--- config.mk ---
export PLATFORM = sky130hd
export DESIGN_NAME = tri_store
export DESIGN_NICKNAME = d
export VERILOG_FILES = /design/src/rtl/tri_store_pkg.sv /design/src/rtl/tri_store_sync.sv /design/src/rtl/tri_store_cell.sv /design/src/rtl/tri_store.sv
export SDC_FILE = /design/constraint.sdc
export NUM_CORES = 1
export LEC_CHECK = 0
export ABC_AREA = 1
export BUFFER_PORTS_ARGS = -buffer_cell sky130_fd_sc_hd__buf_2
export CAP_MARGIN = 25
export CORE_MARGIN = 4
export CORE_UTILIZATION = 30
export DETAILED_ROUTE_END_ITERATION = 8
export GPL_TIMING_DRIVEN = 0
export PLACE_DENSITY = 0.49
export SETUP_SLACK_MARGIN = 0.5
export SLEW_MARGIN = 20
export SYNTH_ARGS = -nofsm -noshare
export SYNTH_HDL_FRONTEND = slang
export SYNTH_SLANG_ARGS = --single-unit
--- constraint.sdc ---
create_clock -name clk -period 1.87 [get_ports clk]
set_clock_uncertainty 0.05 [all_clocks]
set_input_delay 0.0935 -clock clk [delete_from_list [all_inputs] [get_ports clk]]
set_output_delay 0.0935 -clock clk [all_outputs]
set_load 0.02 [all_outputs]
--- src/rtl/tri_store_pkg.sv ---
// Package: shared types for the triple storage block.
// Assumes: consumers decode one action per element per cycle.
package tri_store_pkg;
    // Per-element next-state action, ordered by priority (conflict highest).
    typedef enum logic [2:0] {
        ACT_HOLD     = 3'd0,
        ACT_LOAD     = 3'd1,
        ACT_CLR      = 3'd2,
        ACT_SET      = 3'd3,
        ACT_CONFLICT = 3'd4
    } cell_act_t;
endpackage

--- src/rtl/tri_store_sync.sv ---
// Module: multi-stage synchroniser for a bundle of asynchronous pins.
// Assumes: each bit is independent; no bus coherency across bits is needed.
module tri_store_sync #(
    parameter int WIDTH  = 15,
    parameter int STAGES = 2
) (
    input  logic             clk,
    input  logic             rst_n,
    input  logic [WIDTH-1:0] din,
    output logic [WIDTH-1:0] dout
);
    logic [WIDTH-1:0] stg [STAGES];

    for (genvar s = 0; s < STAGES; s++) begin : g_stage
        if (s == 0) begin : g_first
            // First stage: capture raw pins.
            always_ff @(posedge clk) begin
                if (!rst_n) stg[s] <= '0;
                else        stg[s] <= din;
            end
        end else begin : g_next
            // Later stages: shift the previous stage.
            always_ff @(posedge clk) begin
                if (!rst_n) stg[s] <= '0;
                else        stg[s] <= stg[s-1];
            end
        end
    end

    assign dout = stg[STAGES-1];
endmodule

--- src/rtl/tri_store_cell.sv ---
// Module: one storage element with a master stage, edge detection on the
// OR of two clocks, and force-high / force-low overrides.
// Assumes: all inputs are already synchronised to clk.
module tri_store_cell
    import tri_store_pkg::*;
(
    input  logic clk,
    input  logic rst_n,
    input  logic d,
    input  logic cp_own,
    input  logic cp_shared,
    input  logic set_own,
    input  logic set_shared,
    input  logic clr_own,
    input  logic clr_shared,
    output logic q,
    output logic qn,
    output logic conflict
);
    logic      comb_clk, comb_prev, rise;
    logic      eff_set, eff_clr;
    logic      master_r, q_r, conf_r;
    cell_act_t act;

    assign comb_clk = cp_own | cp_shared;
    assign rise     = comb_clk & ~comb_prev;
    assign eff_set  = set_own | set_shared;
    assign eff_clr  = clr_own | clr_shared;

    // Pick this cycle's action; forces outrank the clock.
    always_comb begin
        if (eff_set && eff_clr) act = ACT_CONFLICT;
        else if (eff_set)       act = ACT_SET;
        else if (eff_clr)       act = ACT_CLR;
        else if (rise)          act = ACT_LOAD;
        else                    act = ACT_HOLD;
    end

    // Remember the last combined clock level for edge detection.
    always_ff @(posedge clk) begin
        if (!rst_n) comb_prev <= 1'b0;
        else        comb_prev <= comb_clk;
    end

    // Master stage follows data only while both clocks are low.
    always_ff @(posedge clk) begin
        if (!rst_n)         master_r <= 1'b0;
        else if (!comb_clk) master_r <= d;
    end

    // Slave stage: apply the chosen action.
    always_ff @(posedge clk) begin
        if (!rst_n) begin
            q_r    <= 1'b0;
            conf_r <= 1'b0;
        end else begin
            conf_r <= (act == ACT_CONFLICT);
            case (act)
                ACT_CONFLICT: q_r <= 1'b1;
                ACT_SET:      q_r <= 1'b1;
                ACT_CLR:      q_r <= 1'b0;
                ACT_LOAD:     q_r <= master_r;
                default:      q_r <= q_r;
            endcase
        end
    end

    assign q        = q_r;
    assign qn       = ~q_r | conf_r;
    assign conflict = conf_r;

    // a lone effective set drives the output high next cycle.
    assert_set_wins_R5: assert property (@(posedge clk) disable iff (!rst_n)
        (eff_set && !eff_clr) |=> (q && !conflict));
    // a lone effective clear drives the output low next cycle.
    assert_clr_wins_R6: assert property (@(posedge clk) disable iff (!rst_n)
        (eff_clr && !eff_set) |=> (!q && qn));
    // both forces give both outputs high plus the flag.
    assert_conflict_R7: assert property (@(posedge clk) disable iff (!rst_n)
        (eff_set && eff_clr) |=> (q && qn && conflict));
    // nothing active means the output is unchanged.
    assert_hold_R4: assert property (@(posedge clk) disable iff (!rst_n)
        (!eff_set && !eff_clr && !(comb_clk && !comb_prev)) |=> $stable(q));
    // a clock rising while the other is high is no edge.
    assert_no_double_edge_R3: assert property (@(posedge clk) disable iff (!rst_n)
        (comb_prev && !eff_set && !eff_clr) |=> $stable(q));
    // master content is frozen while the combined clock is high.
    assert_master_frozen_R2: assert property (@(posedge clk) disable iff (!rst_n)
        comb_clk |=> $stable(master_r));
endmodule

--- src/rtl/tri_store.sv ---
// Module: top of the triple storage block. Synchronises all pins and
// instantiates one cell per element; shared pins fan out to every cell.
// Assumes: pins are asynchronous to clk and change slower than clk.
module tri_store #(
    parameter int N_ELEM      = 3,
    parameter int SYNC_STAGES = 2
) (
    input  logic              clk,
    input  logic              rst_n,
    input  logic [N_ELEM-1:0] d_i,
    input  logic [N_ELEM-1:0] cp_i,
    input  logic [N_ELEM-1:0] set_i,
    input  logic [N_ELEM-1:0] clr_i,
    input  logic              cp_all_i,
    input  logic              set_all_i,
    input  logic              clr_all_i,
    output logic [N_ELEM-1:0] q_o,
    output logic [N_ELEM-1:0] qn_o,
    output logic [N_ELEM-1:0] conflict_o
);
    localparam int PIN_W = 4 * N_ELEM + 3;

    logic [PIN_W-1:0]  raw_pins, sync_pins;
    logic [N_ELEM-1:0] s_d, s_cp, s_set, s_clr;
    logic              s_cp_all, s_set_all, s_clr_all;

    assign raw_pins = {clr_all_i, set_all_i, cp_all_i, clr_i, set_i, cp_i, d_i};

    tri_store_sync #(.WIDTH(PIN_W), .STAGES(SYNC_STAGES)) u_sync (
        .clk  (clk),
        .rst_n(rst_n),
        .din  (raw_pins),
        .dout (sync_pins)
    );

    assign {s_clr_all, s_set_all, s_cp_all, s_clr, s_set, s_cp, s_d} = sync_pins;

    for (genvar n = 0; n < N_ELEM; n++) begin : g_elem
        tri_store_cell u_cell (
            .clk       (clk),
            .rst_n     (rst_n),
            .d         (s_d[n]),
            .cp_own    (s_cp[n]),
            .cp_shared (s_cp_all),
            .set_own   (s_set[n]),
            .set_shared(s_set_all),
            .clr_own   (s_clr[n]),
            .clr_shared(s_clr_all),
            .q         (q_o[n]),
            .qn        (qn_o[n]),
            .conflict  (conflict_o[n])
        );

        // without a conflict the outputs are complementary.
        assert_complement_R9: assert property (@(posedge clk) disable iff (!rst_n)
            !conflict_o[n] |-> (q_o[n] != qn_o[n]));
    end

    // one cycle of reset leaves every element cleared.
    assert_reset_R1: assert property (@(posedge clk)
        !rst_n |=> (q_o == '0 && conflict_o == '0));
endmodule

# ---- Word level (Yosys, flattened, before mapping)
# Memories as Yosys holds them, arrays and structs flattened.
# Index checks and enable logic that the tools add are counted.
dict set report word_totals {
  output_inout_bits 9
  input_bits 17
  mem_bits_rw 30
  mem_count 1
  word_cells 76
  reg_bits 12
}
# memory words width rd rd_clocked_by_memory_dff write_ports line
set memory_table {}
lappend memory_table {u_sync.stg 2 15 2 0 2 tri_store_sync.sv:12} ;# logic [WIDTH-1:0] stg [STAGES];
dict set report op_classes {
  muxes 19
  reduce_logical 9
  n_eq_ne 12
  bitwise_logic 23
}
# op count
set op_table {}
lappend op_table {{$mux 15} 2}
lappend op_table {{$mux 3} 9}
lappend op_table {{$eq 3x2->1 const B} 6}
lappend op_table {{$or 1x1->1} 14}
lappend op_table {{$eq 3x1->1 const B} 3}
lappend op_table {{$eq 3x3->1 const B} 3}
lappend op_table {{$pmux 1 s3} 3}
lappend op_table {{$reduce_bool 3->1} 3}
lappend op_table {{$not 1->1} 6}
lappend op_table {{$reduce_or 2->1} 3}
lappend op_table {{$mux 1} 5}
lappend op_table {{$and 1x1->1} 3}
lappend op_table {{$logic_and 1x1->1} 3}

# ---- Longest topological paths before layout
# Gate-level depths: netlist (run 1).
# An unclocked memory read counts as a cell.
dict set report depth {
  depth_word 10
  ltp_mapped 11
}

# ---- Cells and area by module
# From an unflattened synthesis (run 1), not the netlist that was laid out.
dict set report hier_totals {
  cells_unflattened 210
  area_unflattened_um2 1632.8
}
# mod area_per_inst_um2 cells_each seq_area_each_um2 n_inst
set by_module_without_submodules {}
lappend by_module_without_submodules {tri_store_sync 859.6 93 600.6 1}
lappend by_module_without_submodules {tri_store_cell 257.7 39 80.1 3}

# ---- Least setup slack after synthesis (run 1)
# Ideal clock, no wire load.
dict set report synth_path {
  path_kind {flip-flop to flip-flop}
  from {memory u_sync.stg[1][14]}
  to {register g_elem[2].u_cell.q_r}
  n_path_buf 0
  t_arrival_ns 1.266
  path_stages_with_launch 10
  slack_ns 0.439
  period_less_slack_ns 1.431
  t_required_ns 1.705
  setup_time_ns 0.115
  cell_sequence {dfxtp_1 > inv_2 > nand2_1 > inv_1 > ha_1 > or2_0 > nor2_1 > nand3_1 > nand2_1 > nor2_1}
}
# item line
set synth_lines {}
lappend synth_lines {{start: declaration} tri_store_sync.sv:12}
lappend synth_lines {{end signal: assignment} tri_store_cell.sv:62} ;# ACT_LOAD: q_r <= master_r;
lappend synth_lines {{end signal: assignment} tri_store_cell.sv:63} ;# default: q_r <= q_r;
lappend synth_lines {{end: declaration} tri_store_cell.sv:22} ;# logic master_r, q_r, conf_r;

==> results.toml, run 1 <==
[floorplanning]
die_y_um = 82.1
coreArea_um2 = 5200
die_width_um = 82.1
dieArea_um2 = 6730
io_pins = 26
row_count = 26
start_util = 0.316

[yosys]
syn-instance-count = 206
synthDistinctLibCells = 17
yosysWarnings = 0
syn-num-nets = 235
yosysSeqAreaShare = 0.511
netlist_area_um2 = 1650
synth_area_leaders = "dfxtp_1 (51%), inv_1 (12%), nand2_1 (11%), ha_1 (9.1%), buf_4 (4.1%)"
synth_top_area_cell = "dfxtp_1"
avgSynthCellArea_um2 = 7.99
ys_ff_latch = 42
synth_top_cell_area_share = 0.511

[critical_path]
startpoint_type = "flip-flop"
required_ns = 2.00
cp_max_fo = 3
cp.arrival_ns = 1.57
end_kind = "flip-flop"
critPathKind = "flip-flop to flip-flop"

[routing]
drt-total-wl_um = 2510
ant_nets = 0
drtPass1Iterations = 4
remaining_drc_errors = 0
dr_total_vias = 1145
wire_per_inst_um = 7.68
via_per_inst = 3.50
drt_iter0_markers = 29

[clock_tree]
cts_buffers = 5
root_buffer = "clkbuf_8"
cts.reportedPaths.clkPinSlew_ns = 0.07
clock-sinks = 42
clock_path_buffers = 2
cts_tree = "built"
clk_latency_ns = 0.28
htreeDepth = 2

[timing]
setup_viol = 0
worst_pin_slew_ns = 0.200
period_needed_ns = 1.44
hold_viol = 0
final.setup.tns_ns = 0
maxSlewViolCount = 0
grt_setup_unrepaired = "true"
fmax_ghz = 0.692
fin_crit_sh = 0.772
slew_headroom = 0.866

[power_and_ir_drop]
p_leak_nw = 1.27
total_power_mw = 1.94
power_density_nw_per_um2 = 876
ir_drop_mv = 0.443

[placed_design]
dp_cells = 300
hpwlAfterDp_um = 1730
io_buffers = 24
place_congestion = 0.708
dpl_cell_area_um2 = 1870

[job]
cap_violations = 0

[outcome]
status = "finished, final reports clean"

[cells_and_area]
final_cell_count_no_fill = 327
antennaDiodeCount = 0
fillers = 547
fin_nets = 286
final_area_um2 = 2210
fin_util = 0.425
area_delta_synth_final_pct = 34.4
drive_gt1_frac = 0.276

[global_route]
antenna_found_initial = 0
grt_max_degree = 13
first_global_vias = 1052
grt_use_total = 0.0882
grt_pass1_wl_um = 4440
gr-total-overflow = 0

[min_path]
hp-class = "input pin to flip-flop"
-- cell usage after synthesis --
cell and number:
inv_1 51, nand2_1 49, dfxtp_1 42, nor2_1 15
ha_1 12, buf_4 9, nor2_2 6, a21oi_1 4
buf_2 4, o21ai_0 4, inv_2 2, nand3_1 2
o21ai_2 2, nor3_1 1, o21ai_1 1, or2_0 1
or2_1 1
-- metrics by stage --
step	hold slack, ns	setup slack (ns)
final	0.0600	0.426
after CTS	0.0506	0.422
after floorplan	0.137	0.490
after global placement	0.218	0.378
after detailed placement	0.227	0.369
after global routing	0.0626	0.315
-- sequential cells by signal, summed over array words and instances, names as in the netlist --
register	cells
g_elem.u_cell.comb_prev	3
g_elem.u_cell.conflict	3
g_elem.u_cell.master_r	3
g_elem.u_cell.q	3
u_sync.stg	30
-- layout by cell type (no fill, tap or decap) --
cell,instances
dfxtp_2,2
ha_4,1
o21ai_2,2
nor2_2,5
nand2_2,1
buf_2,28
nand3_1,2
nand2_4,2
nor2_4,2
o21ai_0,4
inv_4,1
ha_2,1
inv_2,4
or2_1,1
nand2_1,46
dfxtp_4,1
ha_1,10
dfxtp_1,39
o21ai_1,1
bufinv_16,1
clkbuf_8,6
a21oi_1,4
nor3_1,1
buf_6,1
dlygate4sd3_1,15
or2_0,1
nor2_1,14
inv_1,48
buf_4,13
-- routing by layer --
metal,global-route usage,share of wire,vias up,wire (µm)
li1,-,-,672,-
met1,0.104,0.49,445,1220
met2,0.137,0.44,24,1120
met3,0.0329,0.049,4,123
met4,0.0498,0.020,0,51
met5,0,0,-,0
-- kinds of logic after synthesis --
logic type	after synthesis	share of synthesized area
and+or+nand+nor	75	0.186
buffers and inverters	66	0.174
DFF	42	0.511
adders and majority gates	12	0.0913
AOI/OAI and AO/OA	11	0.0380
-- power breakdown --
group | leakage, nW | internal [mW] | switching (mW) | total (mW)
registers | 0.348 | 0.940 | 0.0208 | 0.961
logic | 0.864 | 0.132 | 0.134 | 0.266
clock network | 0.0573 | 0.427 | 0.283 | 0.710
total | 1.27 | 1.50 | 0.437 | 1.94
-- critical path, cell delays in order (launching register included) --
cell	delay (ns)
dfxtp_4	0.37
nor2_4	0.17
inv_2	0.05
ha_2	0.15
or2_0	0.21
nor2_1	0.14
nand3_1	0.09
nand2_1	0.06
nor2_1	0.04
-- path summary, 6_finish.rpt --
path,from,to,slack (ns),cells after the start
worst min-delay path,rst_n,u_sync.stg[1][2],0.06,3
worst max register to register,u_sync.stg[1][13],g_elem[2].u_cell.q,0.43,8
worst min register to register,u_sync.stg[0][10],u_sync.stg[1][10],0.36,2
worst max-delay path,u_sync.stg[1][13],g_elem[2].u_cell.q,0.43,8
-- cell type report --
type	count	area, µm²	area share
flip-flops and latches	42	847	0.383
clock buffers	6	82.6	0.0374
repair buffers	44	312	0.141
clock inverters	1	30.0	0.0136
plain buffers	13	87.6	0.0396
inverters	53	201	0.0911
multi-input cells	98	563	0.255
well taps	70	87.6	0.0396
-- repair_timing --
action                                 CTS  global route
gates resized for setup                  9             6
setup buffers                            3             2
pin swaps                                9             5
hold buffers                            15             0
endpoints found under the hold margin   15             0
setup endpoints to repair                3             3
Power figures use the tool's default switching activity.
==> run 2: changes to the inputs <==
- clock period: 1.87 -> 1.4 ns (I/O delays scaled with it)
==> run 2 against run 1 <==
The flow now finishes with violations (negative setup slack). Sequential share of layout area is 3.0 points lower. Final cell count is 2.1% higher. Non-clock buffer count is 6 higher. Critical endpoint unchanged.
==> results.toml, run 2 (same netlist as run 1, synthesis figures left out) <==
[critical_path]
critPathTopFamily = "simple AND/OR/NAND/NOR gates"
cp.arrival_ns = 1.59
crit_top_cell = "nor2_1"
critPathKind = "flip-flop to flip-flop"
critPathSlowestCell = "dfxtp_4"
crit_chain = "nor2_4 -> inv_2 -> ha_1 -> or2_0 -> nor2_1 -> nand3_1 -> nand2_1 -> nor2_1"
startpoint_type = "flip-flop"
required_ns = 1.54
cp_max_fo = 4
end_kind = "flip-flop"
crit_buf_inv = 1
slowest_delay_ns = 0.37

[outcome]
status = "finished with violations"
violations = "negative setup slack"

[placed_design]
io_buffers = 24
dp_slack_ns = -0.0629
place_congestion = 0.701
hpwlAfterDp_um = 1810

[routing]
wire_per_inst_um = 8.49
via_per_inst = 3.60
drt_iter0_markers = 22
drtPass1Iterations = 3
remaining_drc_errors = 0
drt-total-wl_um = 2840
ant_nets = 0
dr_total_vias = 1203

[clock_tree]
cts_buffers = 5
cts.reportedPaths.clkPinSlew_ns = 0.08
htreeDepth = 2
clock_path_buffers = 2
clock-sinks = 42
clk_latency_ns = 0.29
root_buffer = "clkbuf_8"
cts_tree = "built"

[job]
cap_violations = 0

[floorplanning]
die_y_um = 82.1
io_pins = 26
row_count = 26
start_util = 0.316
coreArea_um2 = 5200
dieArea_um2 = 6730
die_width_um = 82.1

[timing]
grt_setup_unrepaired = "true"
fin_ws_ns = -0.0529
fin_crit_sh = 1.04
hold_viol = 0
worst_pin_slew_ns = 0.215
setup_viol = 3
fmax_ghz = 0.688
period_needed_ns = 1.45
slew_headroom = 0.856
maxSlewViolCount = 0

[power_and_ir_drop]
ir_drop_mv = 0.579
power_density_nw_per_um2 = 1100
p_leak_nw = 1.32

[cells_and_area]
layout.area.seq_um2 = 856
area_delta_synth_final_pct = 47.1
fin_util = 0.465
multi_input_area_um2 = 638
final_common_cell = "nand2_1"
fin_nets = 292
antennaDiodeCount = 0
drive_gt1_frac = 0.371
largest_register_ffs = 30
final_cell_mix = "nand2_1 (45), inv_1 (41), dfxtp_1 (34)"
fillers = 519
regMostFlops = "u_sync.stg"

[global_route]
antenna_found_initial = 0
grt_pass1_wl_um = 4770
grt_use_total = 0.0971
first_global_vias = 1106
grt_max_degree = 14
gr-total-overflow = 0

[min_path]
hp-class = "input pin to flip-flop"
run 2: worst paths after layout:
path / from / end / slack (ns) / depth (start not counted)
worst min register to register: u_sync.stg[0][13] / u_sync.stg[1][13] / 0.36 / 2
worst min-delay path: rst_n / u_sync.stg[0][10] / 0.03 / 3
worst max-delay path: u_sync.stg[1][13] / g_elem[2].u_cell.q / -0.05 / 8
worst max register to register: u_sync.stg[1][13] / g_elem[2].u_cell.q / -0.05 / 8
run 2: stage by stage:
| stage | TNS [ns] | total power [mW] | hold WS, ns | instances | cell area, µm² |
|---|---|---|---|---|---|
| floorplan | 0 | 1.54 | 0.113 | 206 | 1700 |
| global placement | -0.0940 | 1.62 | 0.202 | 300 | 1900 |
| detailed placement | -0.121 | 1.63 | 0.203 | 300 | 1900 |
| CTS | -0.0956 | 2.66 | 0.0305 | 329 | 2280 |
| global route | -0.405 | 2.82 | 0.0375 | 334 | 2420 |
| finish | -0.109 | 2.67 | 0.0270 | 334 | 2420 |
run 2: where the power goes:
| group | total (mW) | internal [mW] | leakage, nW | switching [mW] |
|---|---|---|---|---|
| combinational | 0.437 | 0.233 | 0.913 | 0.204 |
| clock | 0.943 | 0.532 | 0.0514 | 0.411 |
| sequential | 1.29 | 1.26 | 0.350 | 0.0328 |
run 2: what timing repair did:
action,4_1_cts,5_1_grt
pin swaps,7,19
hold buffers,15,0
hold endpoints to repair,15,0
resized for setup,26,30
setup endpoints to repair,18,18
setup buffers,6,5
cloned,0,0
run 2: tightest hold or removal path, delay by kind of cell:
family / cells / cell delay, ns
buffers and inverters: 2 / 0.19
and+or+nand+nor: 1 / 0.07
run 2: cell type report:
type                            instances  share of cell area
Clock inverter                          2              0.0155
Timing Repair Buffer                   50               0.172
Clock buffer                            6              0.0300
Multi-Input combinational cell         98               0.264
Tap cell                               70              0.0362
Buffer                                 13              0.0455
Sequential cell                        42               0.353
Inverter                               53              0.0842
run 2: metal layers:
layer	share of wire	up-vias	GRT usage
met4	0.021	0	0.0548
met3	0.052	7	0.0329
met5	0	-	0
li1	-	687	-
met2	0.46	22	0.159
met1	0.46	487	0.110
